**src/rtl/uart_rx_pkg.sv**
```systemverilog
package uart_rx_pkg;
  localparam int unsigned BYTE_W = 8;

  typedef enum logic [1:0] {
    PAR_NONE  = 2'b00,
    PAR_EVEN  = 2'b01,
    PAR_ODD   = 2'b10,
    PAR_NONE3 = 2'b11
  } par_mode_e;

  typedef enum logic [2:0] {
    ST_IDLE, ST_START, ST_DATA, ST_PAR, ST_STOP
  } rx_state_e;

  typedef struct packed {
    logic [BYTE_W-1:0] data;
    logic              par_err;
    logic              frm_err;
  } rx_frame_t;
endpackage

```
**src/rtl/rx_sync_fall.sv**
```systemverilog
module rx_sync_fall #(
  parameter int unsigned STAGES = 2
) (
  input  logic clk_i,
  input  logic rst_ni,
  input  logic rx_i,
  output logic line_o,
  output logic fall_o
);
  logic [STAGES-1:0] sync_q;
  logic              prev_q;

  generate
    if (STAGES == 1) begin : g_one
      always_ff @(posedge clk_i or negedge rst_ni)
        if (!rst_ni) sync_q <= '1;
        else         sync_q <= rx_i;
    end else begin : g_chain
      always_ff @(posedge clk_i or negedge rst_ni)
        if (!rst_ni) sync_q <= '1;
        else         sync_q <= {sync_q[STAGES-2:0], rx_i};
    end
  endgenerate

  always_ff @(posedge clk_i or negedge rst_ni)
    if (!rst_ni) prev_q <= 1'b1;
    else         prev_q <= sync_q[STAGES-1];

  assign line_o = sync_q[STAGES-1];
  assign fall_o = prev_q & ~sync_q[STAGES-1];
endmodule

```
**src/rtl/rx_frame.sv**
```systemverilog
module rx_frame
  import uart_rx_pkg::*;
#(
  parameter int unsigned OSR = 16
) (
  input  logic       clk_i,
  input  logic       rst_ni,
  input  logic       active_i,
  input  logic       tick_i,
  input  logic       line_i,
  input  logic       fall_i,
  input  logic       seven_i,
  input  par_mode_e  par_mode_i,
  output logic       done_o,
  output rx_frame_t  frame_o
);
  localparam int unsigned CNT_W = $clog2(OSR);
  localparam int unsigned IDX_W = $clog2(BYTE_W);
  localparam logic [CNT_W-1:0] HALF = CNT_W'(OSR/2 - 1);
  localparam logic [CNT_W-1:0] FULL = CNT_W'(OSR - 1);

  rx_state_e         state_q;
  logic [CNT_W-1:0]  cnt_q;
  logic [IDX_W-1:0]  idx_q;
  logic [BYTE_W-1:0] sh_q;
  logic              acc_q, par_bad_q, frm_q;
  logic [IDX_W-1:0]  last_idx;
  logic              par_en;

  assign last_idx = seven_i ? IDX_W'(BYTE_W - 2) : IDX_W'(BYTE_W - 1);
  assign par_en   = (par_mode_i == PAR_EVEN) || (par_mode_i == PAR_ODD);

  always_ff @(posedge clk_i or negedge rst_ni) begin
    if (!rst_ni) begin
      state_q <= ST_IDLE; cnt_q <= '0; idx_q <= '0; sh_q <= '0;
      acc_q <= 1'b0; par_bad_q <= 1'b0; frm_q <= 1'b0; done_o <= 1'b0;
    end else if (!active_i) begin
      state_q <= ST_IDLE; cnt_q <= '0; idx_q <= '0; done_o <= 1'b0;
    end else begin
      done_o <= 1'b0;
      unique case (state_q)
        ST_IDLE: if (fall_i) begin
          state_q <= ST_START;
          cnt_q   <= '0;
        end
        ST_START: if (tick_i) begin
          if (cnt_q == HALF) begin
            cnt_q <= '0;
            if (line_i) state_q <= ST_IDLE;  // glitch, not a start bit
            else begin
              state_q <= ST_DATA; idx_q <= '0; sh_q <= '0;
              acc_q <= 1'b0; par_bad_q <= 1'b0;
            end
          end else cnt_q <= cnt_q + 1'b1;
        end
        ST_DATA: if (tick_i) begin
          if (cnt_q == FULL) begin
            cnt_q <= '0;
            sh_q  <= {line_i, sh_q[BYTE_W-1:1]};
            acc_q <= acc_q ^ line_i;
            idx_q <= idx_q + 1'b1;
            if (idx_q == last_idx) state_q <= par_en ? ST_PAR : ST_STOP;
          end else cnt_q <= cnt_q + 1'b1;
        end
        ST_PAR: if (tick_i) begin
          if (cnt_q == FULL) begin
            cnt_q     <= '0;
            par_bad_q <= acc_q ^ line_i ^ (par_mode_i == PAR_ODD);
            state_q   <= ST_STOP;
          end else cnt_q <= cnt_q + 1'b1;
        end
        ST_STOP: if (tick_i) begin
          if (cnt_q == FULL) begin
            cnt_q   <= '0;
            frm_q   <= ~line_i;
            done_o  <= 1'b1;
            state_q <= ST_IDLE;
          end else cnt_q <= cnt_q + 1'b1;
        end
        default: state_q <= ST_IDLE;
      endcase
    end
  end

  assign frame_o.data    = seven_i ? {1'b0, sh_q[BYTE_W-1:1]} : sh_q;
  assign frame_o.par_err = par_bad_q;
  assign frame_o.frm_err = frm_q;
endmodule

```
**src/rtl/rx_buffer.sv**
```systemverilog
module rx_buffer
  import uart_rx_pkg::*;
(
  input  logic              clk_i,
  input  logic              rst_ni,
  input  logic              done_i,
  input  rx_frame_t         frame_i,
  input  logic              err_route_i,
  input  logic              buf_rd_i,
  input  logic              stat_rd_i,
  output logic [BYTE_W-1:0] data_o,
  output logic              full_o,
  output logic              done_irq_o,
  output logic              err_irq_o,
  output logic              ovr_o,
  output logic              par_o,
  output logic              frm_o
);
  logic ovr_now, err_now;

  assign ovr_now = done_i & full_o;
  assign err_now = ovr_now | frame_i.par_err | frame_i.frm_err;

  always_ff @(posedge clk_i or negedge rst_ni) begin
    if (!rst_ni) begin
      data_o <= '0; full_o <= 1'b0; done_irq_o <= 1'b0; err_irq_o <= 1'b0;
      ovr_o <= 1'b0; par_o <= 1'b0; frm_o <= 1'b0;
    end else begin
      done_irq_o <= done_i & ~(err_now & err_route_i);
      err_irq_o  <= done_i & err_now & err_route_i;
      if (done_i && !full_o) begin
        data_o <= frame_i.data;
        full_o <= 1'b1;
      end else if (buf_rd_i) begin
        full_o <= 1'b0;
      end
      // set wins over clear
      ovr_o <= ovr_now | (ovr_o & ~stat_rd_i);
      par_o <= (done_i & frame_i.par_err) | (par_o & ~stat_rd_i);
      frm_o <= (done_i & frame_i.frm_err) | (frm_o & ~stat_rd_i);
    end
  end
endmodule

```
**src/rtl/uart_rx_route.sv**
```systemverilog
module uart_rx_route
  import uart_rx_pkg::*;
#(
  parameter int unsigned OSR         = 16,
  parameter int unsigned SYNC_STAGES = 2
) (
  input  logic              clk_i,
  input  logic              rst_ni,
  input  logic              unit_en_i,
  input  logic              rx_en_i,
  input  logic              baud_tick_i,
  input  logic              rx_i,
  input  logic              data7_i,
  input  logic [1:0]        parity_i,
  input  logic              err_route_i,
  input  logic              buf_rd_i,
  input  logic              stat_rd_i,
  output logic [BYTE_W-1:0] rx_data_o,
  output logic              buf_full_o,
  output logic              done_irq_o,
  output logic              err_irq_o,
  output logic              ovr_o,
  output logic              par_err_o,
  output logic              frm_err_o
);
  logic      line, fall, done;
  rx_frame_t frame;

  rx_sync_fall #(.STAGES(SYNC_STAGES)) i_sync (
    .clk_i, .rst_ni, .rx_i, .line_o(line), .fall_o(fall)
  );

  rx_frame #(.OSR(OSR)) i_frame (
    .clk_i, .rst_ni,
    .active_i  (unit_en_i & rx_en_i),
    .tick_i    (baud_tick_i),
    .line_i    (line),
    .fall_i    (fall),
    .seven_i   (data7_i),
    .par_mode_i(par_mode_e'(parity_i)),
    .done_o    (done),
    .frame_o   (frame)
  );

  rx_buffer i_buf (
    .clk_i, .rst_ni,
    .done_i     (done),
    .frame_i    (frame),
    .err_route_i,
    .buf_rd_i,
    .stat_rd_i,
    .data_o     (rx_data_o),
    .full_o     (buf_full_o),
    .done_irq_o,
    .err_irq_o,
    .ovr_o,
    .par_o      (par_err_o),
    .frm_o      (frm_err_o)
  );
endmodule

```
**config.mk**
```make
export PLATFORM = sky130hd
export DESIGN_NAME = uart_rx_route
export DESIGN_NICKNAME = d
export VERILOG_FILES = /design/src/rtl/uart_rx_pkg.sv /design/src/rtl/rx_sync_fall.sv /design/src/rtl/rx_frame.sv /design/src/rtl/rx_buffer.sv /design/src/rtl/uart_rx_route.sv
export SDC_FILE = /design/constraint.sdc
export NUM_CORES = 1
export LEC_CHECK = 0
export BUFFER_PORTS_ARGS = -buffer_cell sky130_fd_sc_hd__buf_2
export CAP_MARGIN = 20
export CORE_UTILIZATION = 51
export CTS_CLUSTER_DIAMETER = 80
export DETAILED_ROUTE_END_ITERATION = 7
export GPL_ROUTABILITY_DRIVEN = 0
export PLACE_DENSITY_LB_ADDON = 0.15
export REMOVE_ABC_BUFFERS = 1
export SETUP_SLACK_MARGIN = 0.5
export SLEW_MARGIN = 20
export SYNTH_ARGS = -nofsm -noshare
export SYNTH_HDL_FRONTEND = slang
export SYNTH_SLANG_ARGS = --single-unit
export TNS_END_PERCENT = 30
```
**constraint.sdc**
```tcl
create_clock -name clk_i -period 1.95 [get_ports clk_i]
set_clock_uncertainty 0.15 [all_clocks]
set_input_delay 0.2925 -clock clk_i [delete_from_list [all_inputs] [get_ports clk_i]]
set_output_delay 0.2925 -clock clk_i [all_outputs]
set_load 0.03 [all_outputs]
```
---- After elaboration in Yosys (flattened, before gate mapping) ----
Index checks and enable logic that the tools add are counted.
word-level totals
  bits in registers ....................... 39
  input bits .............................. 12
  output and inout bits ................... 14
  word-level logic and storage cells ...... 136
operators by class
  $add $sub $neg .......................... 2
  equality and inequality tests ........... 30
  muxes and demuxes ....................... 51
  bitwise logic cells ..................... 22
  reductions and logical operators ........ 14
operator list
  operator                                                                 number
  3-bit two-way mux                                                        18
  8-bit two-way mux                                                        6
  3-bit inequality test, second input constant                             13
  4-bit two-way mux                                                        6
  8-bit one-hot mux with 2 select lines                                    1
  3-bit one-hot mux with 5 select lines                                    1
  1-bit two-way mux                                                        14
  7-bit AND reduction                                                      2
  1-bit AND                                                                12
  4-bit one-hot mux with 3 select lines                                    1
  10-bit AND reduction                                                     1
  2-bit inequality test, second input constant                             4
  4-bit AND reduction                                                      2
  3-bit by 2-bit == test with 1-bit output, second input constant          2
  2-bit by 1-bit inequality test with 1-bit output, second input constant  3
  3-bit one-hot mux with 2 select lines                                    1
  6-bit AND reduction                                                      1
  2-bit nonzero test                                                       3
  1-bit bitwise OR                                                         5
  4-bit by 1-bit adder with 4-bit output, second input constant            1
  4-bit by 3-bit == test with 1-bit output, second input constant          1
  4-bit == test, second input constant                                     1
  4-bit inequality test, second input constant                             1
  1-bit one-hot mux with 2 select lines                                    2
  other kinds (14)                                                         17

---- Logic depth before layout (Yosys ltp) ----
  depth in word-level cells ............... 8
  depth in mapped cells ................... 6
  depth with buffers taken out ............ 6

---- By module ----
Synthesis repeated with hierarchy kept, for this count alone.
unflattened totals
  cell total of the unflattened synthesis .. 208
  area, all modules ....................... 2143.3 µm²
modules (own cells, without submodules)
  module         times used  cells each  area each (µm²)  sequential area each (µm²)
  rx_frame       1           164         1471.4           550.5
  rx_buffer      1           39          573.0            350.3
  rx_sync_fall   1           4           92.6             78.8
  uart_rx_route  1           1           6.3              0.0

---- Worst setup path before layout ----
No wires, ideal clock.
  path kind ............................... flip-flop to flip-flop
  from .................................... register i_frame.cnt_q[0]
  to ...................................... register i_frame.par_bad_q
  setup time .............................. 125 ps
  data arrival time ....................... 1677 ps
  required time ........................... 1675 ps
  setup slack ............................. -2 ps
  cell stages (with the launch flop) ...... 7
  path buffers ............................ 1
  clock period less this slack ............ 1952 ps
  path through ............................ dfrtp_1 -> ha_1 -> nand3b_4 -> a2111oi_4 -> buf_6 -> o2111ai_2 -> mux2_4
on the way
  word-level cells in the longest chain between the ends .. 3
  elaborated cells on any way between the ends .. 5
  those cells by class .................... 4 x eq/ne; 1 x reduce/logical
ends and longest elaborated chain
  element                                                                    line                            RTL
  from (decl)                                                                rx_frame.sv:23                  logic [CNT_W-1:0] cnt_q;
  from (signal assigned)                                                     rx_frame.sv:54                  end else cnt_q <= cnt_q + 1'b1;
  from (signal assigned)                                                     rx_frame.sv:63                  end else cnt_q <= cnt_q + 1'b1;
  from (signal assigned)                                                     rx_frame.sv:70                  end else cnt_q <= cnt_q + 1'b1;
  4-bit == test or 4-bit by 3-bit == test with 1-bit output (tied branches)  rx_frame.sv:66, rx_frame.sv:47
  2-bit by 1-bit inequality test with 1-bit output (no source line)          n/a
  7-bit AND reduction (no source line) *                                     n/a
  to (signal assigned)                                                       rx_frame.sv:68                  par_bad_q <= acc_q ^ line_i ^ (par_mode_i == PAR_ODD);
  to (decl)                                                                  rx_frame.sv:26                  logic acc_q, par_bad_q, frm_q;
Every way passes the cells marked *; elsewhere a longest branch is shown, timed or not.
A chain may end at the register's enable or synchronous reset.

---- Final worst setup path ----
  from .................................... register i_frame.state_q[1]
  to ...................................... register i_frame.frm_q
on the way
  word-level cells in the longest chain between the ends .. 2
ends and longest elaborated chain
  element                               line            RTL
  from (decl)                           rx_frame.sv:22  rx_state_e state_q;
  from (signal assigned)                rx_frame.sv:62  if (idx_q == last_idx) state_q <= par_en ? ST_PAR : ST_STOP;
  3-bit == test                         rx_frame.sv:41  unique case (state_q)
  4-bit AND reduction (no source line)  n/a
  to (signal assigned)                  rx_frame.sv:75  frm_q <= ~line_i;
  to (decl)                             rx_frame.sv:26
Every way passes these cells.

==> impl_metrics.csv <==
group,metric,value,unit
finish,n_fill_cell,290,
drt,wl_met2,2320,um
placement,dp_hpwl,3230,um
drt,wire_per_inst,15.5,um
grt,antenna_found_initial,0,
cts,clkTransAtPathRegs,0.08,ns
drt,vias,1702,
drt,wl,4630,um
synthesis,yosysTopAreaCellShare,43.7,%
critical_path,startpoint_type,"flip-flop",
synthesis,synthTopCellsByCount,"dfrtp_1 (36), nand2_1 (23), o21ai_0 (14)",
finish,synthToLayoutAreaGrowth,24.8,%
placement,preCtsSetupSlack,-0.00668,ns
grt,grt_pass1_wl,7660,um
grt,first_global_vias,1659,
power_and_ir_drop,cellLeakagePower,1.27,nW
job,drv_cap,0,
power_and_ir_drop,p_sw_share,25.2,%
floorplan,die_x,65.6,um
power_and_ir_drop,cell_internal_pwr,1.13,mW
power_and_ir_drop,power_frac_comb,9.3,%
critical_path,worstPathMaxFanout,4,
sta,setup_violations,0,
floorplan,core_area,0.00377,mm^2
power_and_ir_drop,ir_drop,0.345,mV
floorplan,die_area,0.00430,mm^2
sta,drv_slew,0,
finish,antenna_cells,0,
floorplan,initial_utilization,54.6,%
cts,clockBufferDepth,2,
synthesis,synth_area,0.00206,mm^2
cts,cts.sink_count,39,
drt,highest_layer,"met4",
sta,slew_headroom,66.5,%
cts,h-tree-depth,2,
drt,first_pass_iters,4,
cts,cts_buffers,5,
sta,fmax,0.541,GHz
finish,drive_gt1_share,34.4,%
synthesis,synthCells,200,
grt,grt_max_degree,40,
sta,fin_crit_sh,94.8,%
sta,period_needed,1.85,ns
synthesis,syn_avg_cell_area,10.3,um^2
drt,wirelength_met1,2090,um
drt,drt_iter0_drc,106,
power_and_ir_drop,clkPwrFrac,36.0,%
power_and_ir_drop,pwr-share-seq,54.7,%
placement,io_buffer_count,25,
sta,final_hold_viol_count,0,
sta,rsz0062_at_grt,"true",
floorplan,die_h,65.6,um
power_and_ir_drop,finalPower,1.51,mW
hold_path,hp-class,"in2reg",
power_and_ir_drop,p_per_area,588,mW/mm^2
power_and_ir_drop,p_switching,381,uW
synthesis,yosysTopAreaCell,"dfrtp_1",
synthesis,async_reset_ff_share,100,%
drt,routed_via_density,5.71,
sta,setup_ws,0.101,ns
grt,overflow,0,
synthesis,synth_seq_cells,39,
synthesis,ys.flop_type,"dfrtp_1",
critical_path,arrival,1.89,ns
sta,tightest_slew,0.501,ns
critical_path,crit_path_end_kind,"flip-flop",
drt,wl_met3,166,um
drt,ant_nets,0,
floorplan,rows,22,
synthesis,synth_edf_count,0,
placement,place_inst,278,
finish,finalNonFillerCells,298,
cts,cts_tree,"done",
run_status,status,"finished, final reports clean",
critical_path,cp.required,1.99,ns
synthesis,yosys_warnings,0,
synthesis,synthTopCellsByArea,"dfrtp_1 (44%), mux2i_1 (4.4%), nand2_1 (4.2%)",
grt,grtUsageTotal,23.8,%
synthesis,yosysMostFrequentCell,"dfrtp_1",
critical_path,setup.worst_path.class,"reg2reg",
finish,fin_nets,264,
synthesis,ys_types,52,
cts,clockRootBuffer,"clkbuf_8",
cts,clkLatencyLatePin,0.30,ns
synthesis,ys_seq_area_share,47.5,%
floorplan,io_pins,26,
drt,drc,0,
==> routing by layer <==
layer,vias to the layer above,track usage [%]
li1,828,-
met1,829,30.0
met2,39,39.6
met3,6,5.56
met4,0,8.42
met5,-,0
==> registers in the layout (all words and copies together) (netlist names) <==
signal and count:
i_buf.par_o 1, i_frame.state_q 3, i_sync.sync_q 2, i_sync.prev_q 1
i_frame.cnt_q 4, i_frame.sh_q 8, i_frame.frm_q 1, i_frame.acc_q 1
i_frame.done_o 1, i_buf.full_o 1, i_frame.par_bad_q 1, i_buf.done_irq_o 1
i_buf.frm_o 1, i_buf.err_irq_o 1, i_buf.ovr_o 1, i_frame.idx_q 3
i_buf.data_o 8
==> repair_timing <==
item,4_1_cts,5_1_grt
resized for setup,15,8
gates cloned,0,0
pin swaps,14,7
hold endpoints to repair,37,0
buffers inserted,8,2
setup endpoints to repair,22,31
hold buffers,2,0
==> stage by stage <==
| stage | setup TNS (ns) | util (%) | cell area, um^2 | hold WS [ns] |
|---|---|---|---|---|
| after global routing | 0 | 68.2 | 2570 | 0.0532 |
| after floorplan | -0.439 | - | 2010 | -0.153 |
| final | 0 | 68.2 | 2570 | 0.0268 |
| after global placement | 0 | 60.9 | 2300 | 0.196 |
| after detailed placement | -0.00668 | 60.9 | 2300 | 0.198 |
| after CTS | 0 | 66.6 | 2510 | 0.0255 |
==> final cells by class <==
type / count / area [um^2] / share of cell area [%]
Clock buffer: 5 / 68.8 / 2.68
Clock inverter: 3 / 20.0 / 0.779
Tap cell: 48 / 60.1 / 2.34
Multi-Input combinational cell: 140 / 1060 / 41.1
Timing Repair Buffer: 51 / 337 / 13.1
Sequential cell: 39 / 983 / 38.2
Inverter: 12 / 45.0 / 1.75
==> final timing paths <==
path	from	to	slack, ns	depth (start not counted)
max in group asynchronous	rst_ni	i_frame.state_q[1]$_DFFE_PN0P_	0.87	3
min in group asynchronous	rst_ni	i_frame.cnt_q[1]$_DFFE_PN0P_	0.42	3
min	buf_rd_i	i_buf.full_o$_DFFE_PN0P_	0.03	2
max reg2reg	i_frame.state_q[1]$_DFFE_PN0P_	i_frame.frm_q$_DFFE_PN0P_	0.10	4
max	i_frame.state_q[1]$_DFFE_PN0P_	i_frame.frm_q$_DFFE_PN0P_	0.10	4
min reg2reg	i_sync.sync_q[0]$_DFF_PN1_	i_sync.sync_q[1]$_DFF_PN1_	0.21	0
==> cell usage in the layout, fill, tap and decap left out, types with 3 or more instances in the layout <==
master,synthesis,final
a21o_1,8,8
a31oi_1,4,3
and4_1,7,7
buf_2,4,25
buf_4,0,21
buf_6,2,3
clkbuf_8,0,5
dfrtp_1,36,33
dfrtp_2,0,3
dfstp_2,3,3
inv_1,12,12
mux2i_1,9,9
nand2_1,23,23
nand3_1,9,8
nor2_1,7,7
o211ai_1,4,4
o21ai_0,14,12
xnor2_1,4,4
==> power by group through the flow <==
stage | combinational [mW] | clock (mW) | sequential, mW
floorplan | 0.0615 | 0 | 0.841
global placement | 0.115 | 0 | 0.842
detailed placement | 0.119 | 0 | 0.843
CTS | 0.134 | 0.558 | 0.826
global route | 0.153 | 0.585 | 0.827
finish | 0.141 | 0.545 | 0.827
==> cell families (layout without fill, tap and decap cells) <==
| group | Yosys count | in the layout | share of synthesized area (%) |
|---|---|---|---|
| muxes | 12 | 12 | 6.19 |
| xor gates and xnor gates | 5 | 5 | 2.12 |
| DFF | 39 | 39 | 47.5 |
| adders and majority gates | 3 | 3 | 1.82 |
| AOI/OAI and AO/OA | 51 | 51 | 18.1 |
| and+or+nand+nor | 69 | 69 | 19.4 |
| buffers and inverters | 21 | 71 | 4.80 |
==> worst max-delay path: stages, from the launching register on <==
cell	delay, ns
dfrtp_2	0.43
buf_4	0.15
or3b_4	0.40
nor3_2	0.26
mux2_2	0.36
Note: power is estimated with default switching activity, not from simulation.
